--- src/rtl/tsv_swap_pkg.sv ---
package tsv_swap_pkg;

    typedef enum logic [0:0] {
        S_IDLE  = 1'b0,
        S_BURST = 1'b1
    } req_state_e;

endpackage

--- src/rtl/tsv_req_fsm.sv ---
module tsv_req_fsm
    import tsv_swap_pkg::*;
(
    input  logic       clk,
    input  logic       rst_n,
    input  logic       req_valid,
    input  logic       req_last,
    output req_state_e state_q,
    output logic       commit
);

    req_state_e state_d;

    // state register
    always_ff @(posedge clk) begin
        if (!rst_n) begin
            state_q <= S_IDLE;
        end else begin
            state_q <= state_d;
        end
    end

    // next state and outputs
    always_comb begin
        state_d = state_q;
        commit  = 1'b0;
        unique case (state_q)
            S_IDLE: begin
                if (req_valid && !req_last) begin
                    state_d = S_BURST;      // BEAT_OPEN
                end else if (!req_valid) begin
                    commit  = 1'b1;         // COMMIT
                end
            end
            S_BURST: begin
                if (req_valid && req_last) begin
                    state_d = S_IDLE;       // BEAT_CLOSE
                end
            end
            default: state_d = S_IDLE;
        endcase
    end

    // the table may only be copied between requests
    commit_idle_chk: assert property (@(posedge clk) disable iff (!rst_n)
        commit |-> (state_q == S_IDLE) && !req_valid);

endmodule

--- src/rtl/tsv_fault_table.sv ---
module tsv_fault_table #(
    parameter int LANES  = 24,
    parameter int NSPARE = 2,
    parameter int LW     = $clog2(LANES)
) (
    input  logic                          clk,
    input  logic                          rst_n,
    input  logic                          cfg_mark,
    input  logic [LW-1:0]                 cfg_lane,
    input  logic                          commit,
    output logic [NSPARE-1:0]             act_vld,
    output logic [NSPARE-1:0][LW-1:0]     act_lane,
    output logic                          swap_ovf
);

    localparam int FIRST_STBY = LANES - NSPARE;

    logic [NSPARE-1:0]         shd_vld;
    logic [NSPARE-1:0][LW-1:0] shd_lane;
    logic [NSPARE-1:0]         fill_oh;
    logic                      dup, in_rng, is_stby, accept, full;

    always_comb begin
        logic prior;
        dup   = 1'b0;
        prior = 1'b1;
        for (int k = 0; k < NSPARE; k++) begin
            if (shd_vld[k] && shd_lane[k] == cfg_lane) dup = 1'b1;
            fill_oh[k] = prior && !shd_vld[k];
            prior      = prior && shd_vld[k];
        end
        in_rng  = int'(cfg_lane) < LANES;
        is_stby = int'(cfg_lane) >= FIRST_STBY;
        full    = &shd_vld;
        accept  = cfg_mark && in_rng && !is_stby && !dup;
    end

    always_ff @(posedge clk) begin
        if (!rst_n) begin
            shd_vld  <= '0;
            shd_lane <= '0;
            act_vld  <= '0;
            act_lane <= '0;
            swap_ovf <= 1'b0;
        end else begin
            if (accept && full) begin
                swap_ovf <= 1'b1;
            end
            for (int k = 0; k < NSPARE; k++) begin
                if (accept && !full && fill_oh[k]) begin
                    shd_vld[k]  <= 1'b1;
                    shd_lane[k] <= cfg_lane;
                end
            end
            if (commit) begin
                act_vld  <= shd_vld;
                act_lane <= shd_lane;
            end
        end
    end


    no_overflow_chk: assert property (@(posedge clk) disable iff (!rst_n)
        swap_ovf |-> &shd_vld);


    ovf_sticky_chk: assert property (@(posedge clk) disable iff (!rst_n)
        swap_ovf |=> swap_ovf);


    generate
        for (genvar a = 0; a < NSPARE; a++) begin : g_slot

            stby_free_chk: assert property (@(posedge clk) disable iff (!rst_n)
                shd_vld[a] |-> int'(shd_lane[a]) < FIRST_STBY);
            for (genvar b = a + 1; b < NSPARE; b++) begin : g_pair

                distinct_chk: assert property (@(posedge clk) disable iff (!rst_n)
                    (shd_vld[a] && shd_vld[b]) |-> shd_lane[a] != shd_lane[b]);
            end
        end
    endgenerate

endmodule

--- src/rtl/tsv_tx_steer.sv ---
module tsv_tx_steer #(
    parameter int ADDR_W = 8,
    parameter int DATA_W = 16,
    parameter int NSPARE = 2,
    parameter int LANES  = ADDR_W + DATA_W,
    parameter int LW     = $clog2(LANES)
) (
    input  logic [ADDR_W-1:0]             req_addr,
    input  logic [DATA_W-1:0]             req_wdata,
    input  logic                          req_valid,
    input  logic                          req_wr,
    input  logic [NSPARE-1:0]             act_vld,
    input  logic [NSPARE-1:0][LW-1:0]     act_lane,
    output logic [LANES-1:0]              phy_tx,
    output logic [NSPARE-1:0]             rep_we,
    output logic [NSPARE-1:0]             rep_wd
);

    logic [LANES-1:0] logical;

    assign logical = {req_wdata, req_addr};

    always_comb begin
        phy_tx = logical;
        for (int k = 0; k < NSPARE; k++) begin
            rep_we[k] = req_valid && req_wr && act_vld[k];
            rep_wd[k] = act_vld[k] ? req_wdata[DATA_W-1-k] : 1'b0;
            if (act_vld[k]) begin
                phy_tx[LANES-1-k] = logical[act_lane[k]];
            end
        end
    end

endmodule

--- src/rtl/tsv_rx_steer.sv ---
module tsv_rx_steer #(
    parameter int ADDR_W = 8,
    parameter int DATA_W = 16,
    parameter int NSPARE = 2,
    parameter int LANES  = ADDR_W + DATA_W,
    parameter int LW     = $clog2(LANES)
) (
    input  logic [DATA_W-1:0]             phy_rx,
    input  logic [NSPARE-1:0]             rep_rd,
    input  logic [NSPARE-1:0]             act_vld,
    input  logic [NSPARE-1:0][LW-1:0]     act_lane,
    output logic [DATA_W-1:0]             req_rdata
);

    localparam int DIW = $clog2(DATA_W);

    always_comb begin
        logic [LW-1:0] rel;
        req_rdata = phy_rx;
        // standby bits now live in the replica
        for (int k = 0; k < NSPARE; k++) begin
            if (act_vld[k]) req_rdata[DATA_W-1-k] = rep_rd[k];
        end
        // marked data lanes arrive on their standby lane
        for (int k = 0; k < NSPARE; k++) begin
            rel = act_lane[k] - LW'(ADDR_W);
            if (act_vld[k] && int'(act_lane[k]) >= ADDR_W) begin
                req_rdata[rel[DIW-1:0]] = phy_rx[DATA_W-1-k];
            end
        end
    end

endmodule

--- src/rtl/tsv_swap_remap.sv ---
module tsv_swap_remap
    import tsv_swap_pkg::*;
#(
    parameter int ADDR_W = 8,
    parameter int DATA_W = 16,
    parameter int NSPARE = 2,
    parameter int LANES  = ADDR_W + DATA_W,
    parameter int LW     = $clog2(LANES)
) (
    input  logic              clk,
    input  logic              rst_n,
    input  logic              cfg_mark,
    input  logic [LW-1:0]     cfg_lane,
    output logic              swap_ovf,
    input  logic              req_valid,
    input  logic              req_last,
    input  logic              req_wr,
    input  logic [ADDR_W-1:0] req_addr,
    input  logic [DATA_W-1:0] req_wdata,
    output logic [DATA_W-1:0] req_rdata,
    output logic [LANES-1:0]  phy_tx,
    input  logic [DATA_W-1:0] phy_rx,
    output logic [NSPARE-1:0] rep_we,
    output logic [NSPARE-1:0] rep_wd,
    input  logic [NSPARE-1:0] rep_rd
);

    req_state_e                state_q;
    logic                      commit;
    logic [NSPARE-1:0]         act_vld;
    logic [NSPARE-1:0][LW-1:0] act_lane;

    tsv_req_fsm u_fsm (
        .clk       (clk),
        .rst_n     (rst_n),
        .req_valid (req_valid),
        .req_last  (req_last),
        .state_q   (state_q),
        .commit    (commit)
    );

    tsv_fault_table #(.LANES(LANES), .NSPARE(NSPARE), .LW(LW)) u_table (
        .clk      (clk),
        .rst_n    (rst_n),
        .cfg_mark (cfg_mark),
        .cfg_lane (cfg_lane),
        .commit   (commit),
        .act_vld  (act_vld),
        .act_lane (act_lane),
        .swap_ovf (swap_ovf)
    );

    tsv_tx_steer #(.ADDR_W(ADDR_W), .DATA_W(DATA_W), .NSPARE(NSPARE),
                   .LANES(LANES), .LW(LW)) u_tx (
        .req_addr  (req_addr),
        .req_wdata (req_wdata),
        .req_valid (req_valid),
        .req_wr    (req_wr),
        .act_vld   (act_vld),
        .act_lane  (act_lane),
        .phy_tx    (phy_tx),
        .rep_we    (rep_we),
        .rep_wd    (rep_wd)
    );

    tsv_rx_steer #(.ADDR_W(ADDR_W), .DATA_W(DATA_W), .NSPARE(NSPARE),
                   .LANES(LANES), .LW(LW)) u_rx (
        .phy_rx    (phy_rx),
        .rep_rd    (rep_rd),
        .act_vld   (act_vld),
        .act_lane  (act_lane),
        .req_rdata (req_rdata)
    );


    burst_freeze_chk: assert property (@(posedge clk) disable iff (!rst_n)
        (state_q == S_BURST) |=> $stable(act_vld) && $stable(act_lane));


    identity_chk: assert property (@(posedge clk) disable iff (!rst_n)
        (act_vld == '0) |-> (phy_tx == {req_wdata, req_addr}) &&
                            (req_rdata == phy_rx) && (rep_we == '0));


    rep_we_chk: assert property (@(posedge clk) disable iff (!rst_n)
        (|rep_we) |-> req_valid && req_wr);

endmodule

--- config.mk ---
export PLATFORM = sky130hd
export DESIGN_NAME = tsv_swap_remap
export DESIGN_NICKNAME = d
export VERILOG_FILES = /design/src/rtl/tsv_swap_pkg.sv /design/src/rtl/tsv_req_fsm.sv /design/src/rtl/tsv_fault_table.sv /design/src/rtl/tsv_tx_steer.sv /design/src/rtl/tsv_rx_steer.sv /design/src/rtl/tsv_swap_remap.sv
export SDC_FILE = /design/constraint.sdc
export NUM_CORES = 1
export LEC_CHECK = 0
export ABC_AREA = 1
export BUFFER_PORTS_ARGS = -buffer_cell sky130_fd_sc_hd__clkbuf_2
export CORE_ASPECT_RATIO = 1.25
export CORE_MARGIN = 5
export CORE_UTILIZATION = 40
export DETAILED_ROUTE_END_ITERATION = 12
export PLACE_DENSITY = 0.76
export RECOVER_POWER = 100
export SLEW_MARGIN = 20
export SYNTH_ARGS = -nofsm -noshare
export SYNTH_HDL_FRONTEND = slang
export SYNTH_SLANG_ARGS = --single-unit
--- constraint.sdc ---
create_clock -name clk -period 1.95 [get_ports clk]
set_clock_uncertainty 0.2 [all_clocks]
set_input_delay 0.2925 -clock clk [delete_from_list [all_inputs] [get_ports clk]]
set_output_delay 0.2925 -clock clk [all_outputs]
set_load 0.05 [all_outputs]
==> impl_metrics.json <==
{
  "leakagePower_uw": 0.001755,
  "synth_top_family_by_area": "simple AND/OR/NAND/NOR gates",
  "status": "finished, violations left",
  "die_x_microns": 79.32,
  "die_area_sq_mm": 0.007665,
  "grtUsageTotal": 0.1967,
  "drive_above_1_share": 0.3469,
  "post_synth_num_cell_types": 29,
  "drt_first_iter_violations": 162,
  "clkTransAtPathRegs_ns": 0.08,
  "antenna_found_initial": 0,
  "wirelength_microns": 8144,
  "fin_hold_ws_ns": 0.0008144,
  "worstHoldStart": "req_last",
  "core-area_sq_mm": 0.005818,
  "violations": "setup timing",
  "synth_cells": 435,
  "cts_root_buf": "clkbuf_8",
  "synth_adder_area_share": 0,
  "fmax_mhz": 448.1,
  "muxShareOfSynthArea": 0,
  "cp-startpoint": "u_table.act_lane[0]",
  "end_kind": "primary output",
  "syn2layout_area_growth_pct": 48.07,
  "h-tree-depth": 1,
  "crit_fanout": 8,
  "finalNetCount": 593,
  "diodes": 0,
  "tns_ns": -3.163,
  "yosys_warnings": 0,
  "ys_seq_area_frac": 0.2167,
  "cts_buffers": 3,
  "setup_viol": 18,
  "cp_data_required_time_ns": 1.46,
  "avgSynthCellArea_sq_um": 5.523,
  "port_buffers": 97,
  "slew_headroom": 0.4014,
  "place_inst": 594,
  "most-common-layout-cells": "nand2_1, clkbuf_2, nor2_1",
  "ys.flop_type": "dfxtp_1",
  "grt_pass1_vias": 2989,
  "die_h_microns": 96.65,
  "grt_max_degree": 25,
  "rr_startpoint": "u_table.shd_lane[3]",
  "vias": 3214,
  "grt-ovfl-total": 0,
  "grt_pass1_wl_microns": 12810,
  "dp_hpwl_microns": 6060,
  "viasPerCell": 5.312,
  "clk_path_buf_depth": 2,
  "synth_compound_area_frac": 0.1984,
  "drc": 0,
  "clk_latency_ns": 0.27,
  "hold_path.class": "in2reg",
  "synthSimpleGateAreaFrac": 0.4094,
  "rsz0062_at_grt": "yes",
  "critPathKind": "reg2out",
  "synth_seq_cells": 26,
  "worst_setup_path_start_kind": "flip-flop",
  "netlist_area_sq_mm": 0.002402,
  "gp_congestion": 0.9233,
  "pwr_density_cell_mw_per_mm2": 523.4,
  "maxSlewViolCount": 0,
  "hold_viol": 0,
  "initial_core_util": 0.4129,
  "cts.sinks": 26,
  "firstDrtPassIters": 6,
  "rows": 31,
  "worstMarginPinSlew_ns": 0.8978,
  "worst_ep_arrival_time_ns": 1.74,
  "final_cells": 605,
  "synthArstFlopShare": 0,
  "wl_per_cell_microns": 13.46,
  "period_share": 1.144,
  "tritoncts": "built",
  "fin_crit_ns": 2.232,
  "syn-num-nets": 488,
  "synth_xor_area_frac": 0,
  "layout_commonest_cell": "nand2_1",
  "fin_ws_ns": -0.2817,
  "maxCapViolCount": 0,
  "synth_edf_count": 0,
  "ant_nets": 0,
  "ioPinCount": 98,
  "peakVddDrop_v": 0.0003360
}
cell type report:
cell class,instances,area (sq um)
clock buffer,4,55.05
fill,524,2261
inverter,54,212.7
multi-input combinational,323,1693
sequential,26,551.8
tap,66,82.58
timing repair buffer,132,962.2
power by group:
| part | switching (uW) | internal [uW] |
|---|---|---|
| combinational | 577 | 333 |
| clock | 159 | 180 |
| sequential | 43.3 | 569 |
| total | 779 | 1080 |
registers in the layout (all words and copies together), names as in the netlist, named ones only:
register and count:
u_table.shd_vld 2, u_table.swap_ovf 1, u_table.act_vld 2, u_table.shd_lane 10, u_table.act_lane 10
critical path, cell delays in order (launching register included):
cell and delay, ns:
dfxtp_4 0.37, buf_6 0.13, nor2_4 0.21, and2_4 0.21, nand2_2 0.06, o211ai_1 0.10, o211ai_1 0.13, o21ai_2 0.10
buf_8 0.17
logic make-up after synthesis:
logic type | after synthesis
DFF | 26
buffers and inverters | 86
AOI/OAI and AO/OA | 85
and+or+nand+nor | 238
cells in the mapped netlist (3+ instances only):
cell type | n | area (sq um)
o21ai_0 | 37 | 185.2
o211ai_1 | 7 | 52.55
a22oi_1 | 4 | 30.03
a21oi_1 | 25 | 125.1
nor2_1 | 58 | 217.7
nand4_1 | 5 | 31.28
nor3_1 | 4 | 20.02
nor2_2 | 3 | 18.77
nor2_4 | 3 | 33.78
dfxtp_1 | 26 | 520.5
inv_1 | 50 | 187.7
buf_4 | 24 | 180.2
clkbuf_1 | 5 | 18.77
o21ai_1 | 5 | 25.02
nand3_1 | 11 | 55.05
nand2_1 | 149 | 559.3
inv_2 | 4 | 15.01
routing by layer:
layer  GRT usage  routed length [microns]
met4     0.09259                      366
met5           0                        0
met3     0.02602                      522
met1      0.2100                     2935
met2      0.3696                     4319
through the flow:
stage / cell area, sq um / power [uW] / util / setup WS, ns
after floorplan: 2447 / 1145 / - / -0.1629
final: 3557 / 1862 / 0.6114 / -0.2817
after detailed placement: 3112 / 1404 / 0.5348 / -0.09992
after global placement: 3112 / 1393 / 0.5348 / -0.06074
after global routing: 3557 / 1966 / 0.6114 / -0.3686
after CTS: 3477 / 1825 / 0.5976 / -0.2460
path summary, 6_finish.rpt:
| check | endpoint | slack (ns) | cells past startpoint |
|---|---|---|---|
| max | req_rdata[14] | -0.28 | 8 |
| min | flip-flop | 0.0008 | 2 |
| max reg2reg | u_table.shd_lane[0] | 0.26 | 9 |
| min reg2reg | u_table.swap_ovf | 0.28 | 2 |
what timing repair did:
| action | 4_1_cts | 5_1_grt |
|---|---|---|
| hold buffers | 0 | 0 |
| pin swaps | 24 | 12 |
| gates resized for setup | 97 | 40 |
| buffers inserted | 5 | 2 |
| hold endpoints to repair | 0 | 0 |
| setup endpoints to repair | 18 | 18 |
No activity file was read; power rests on OpenSTA's default activity.
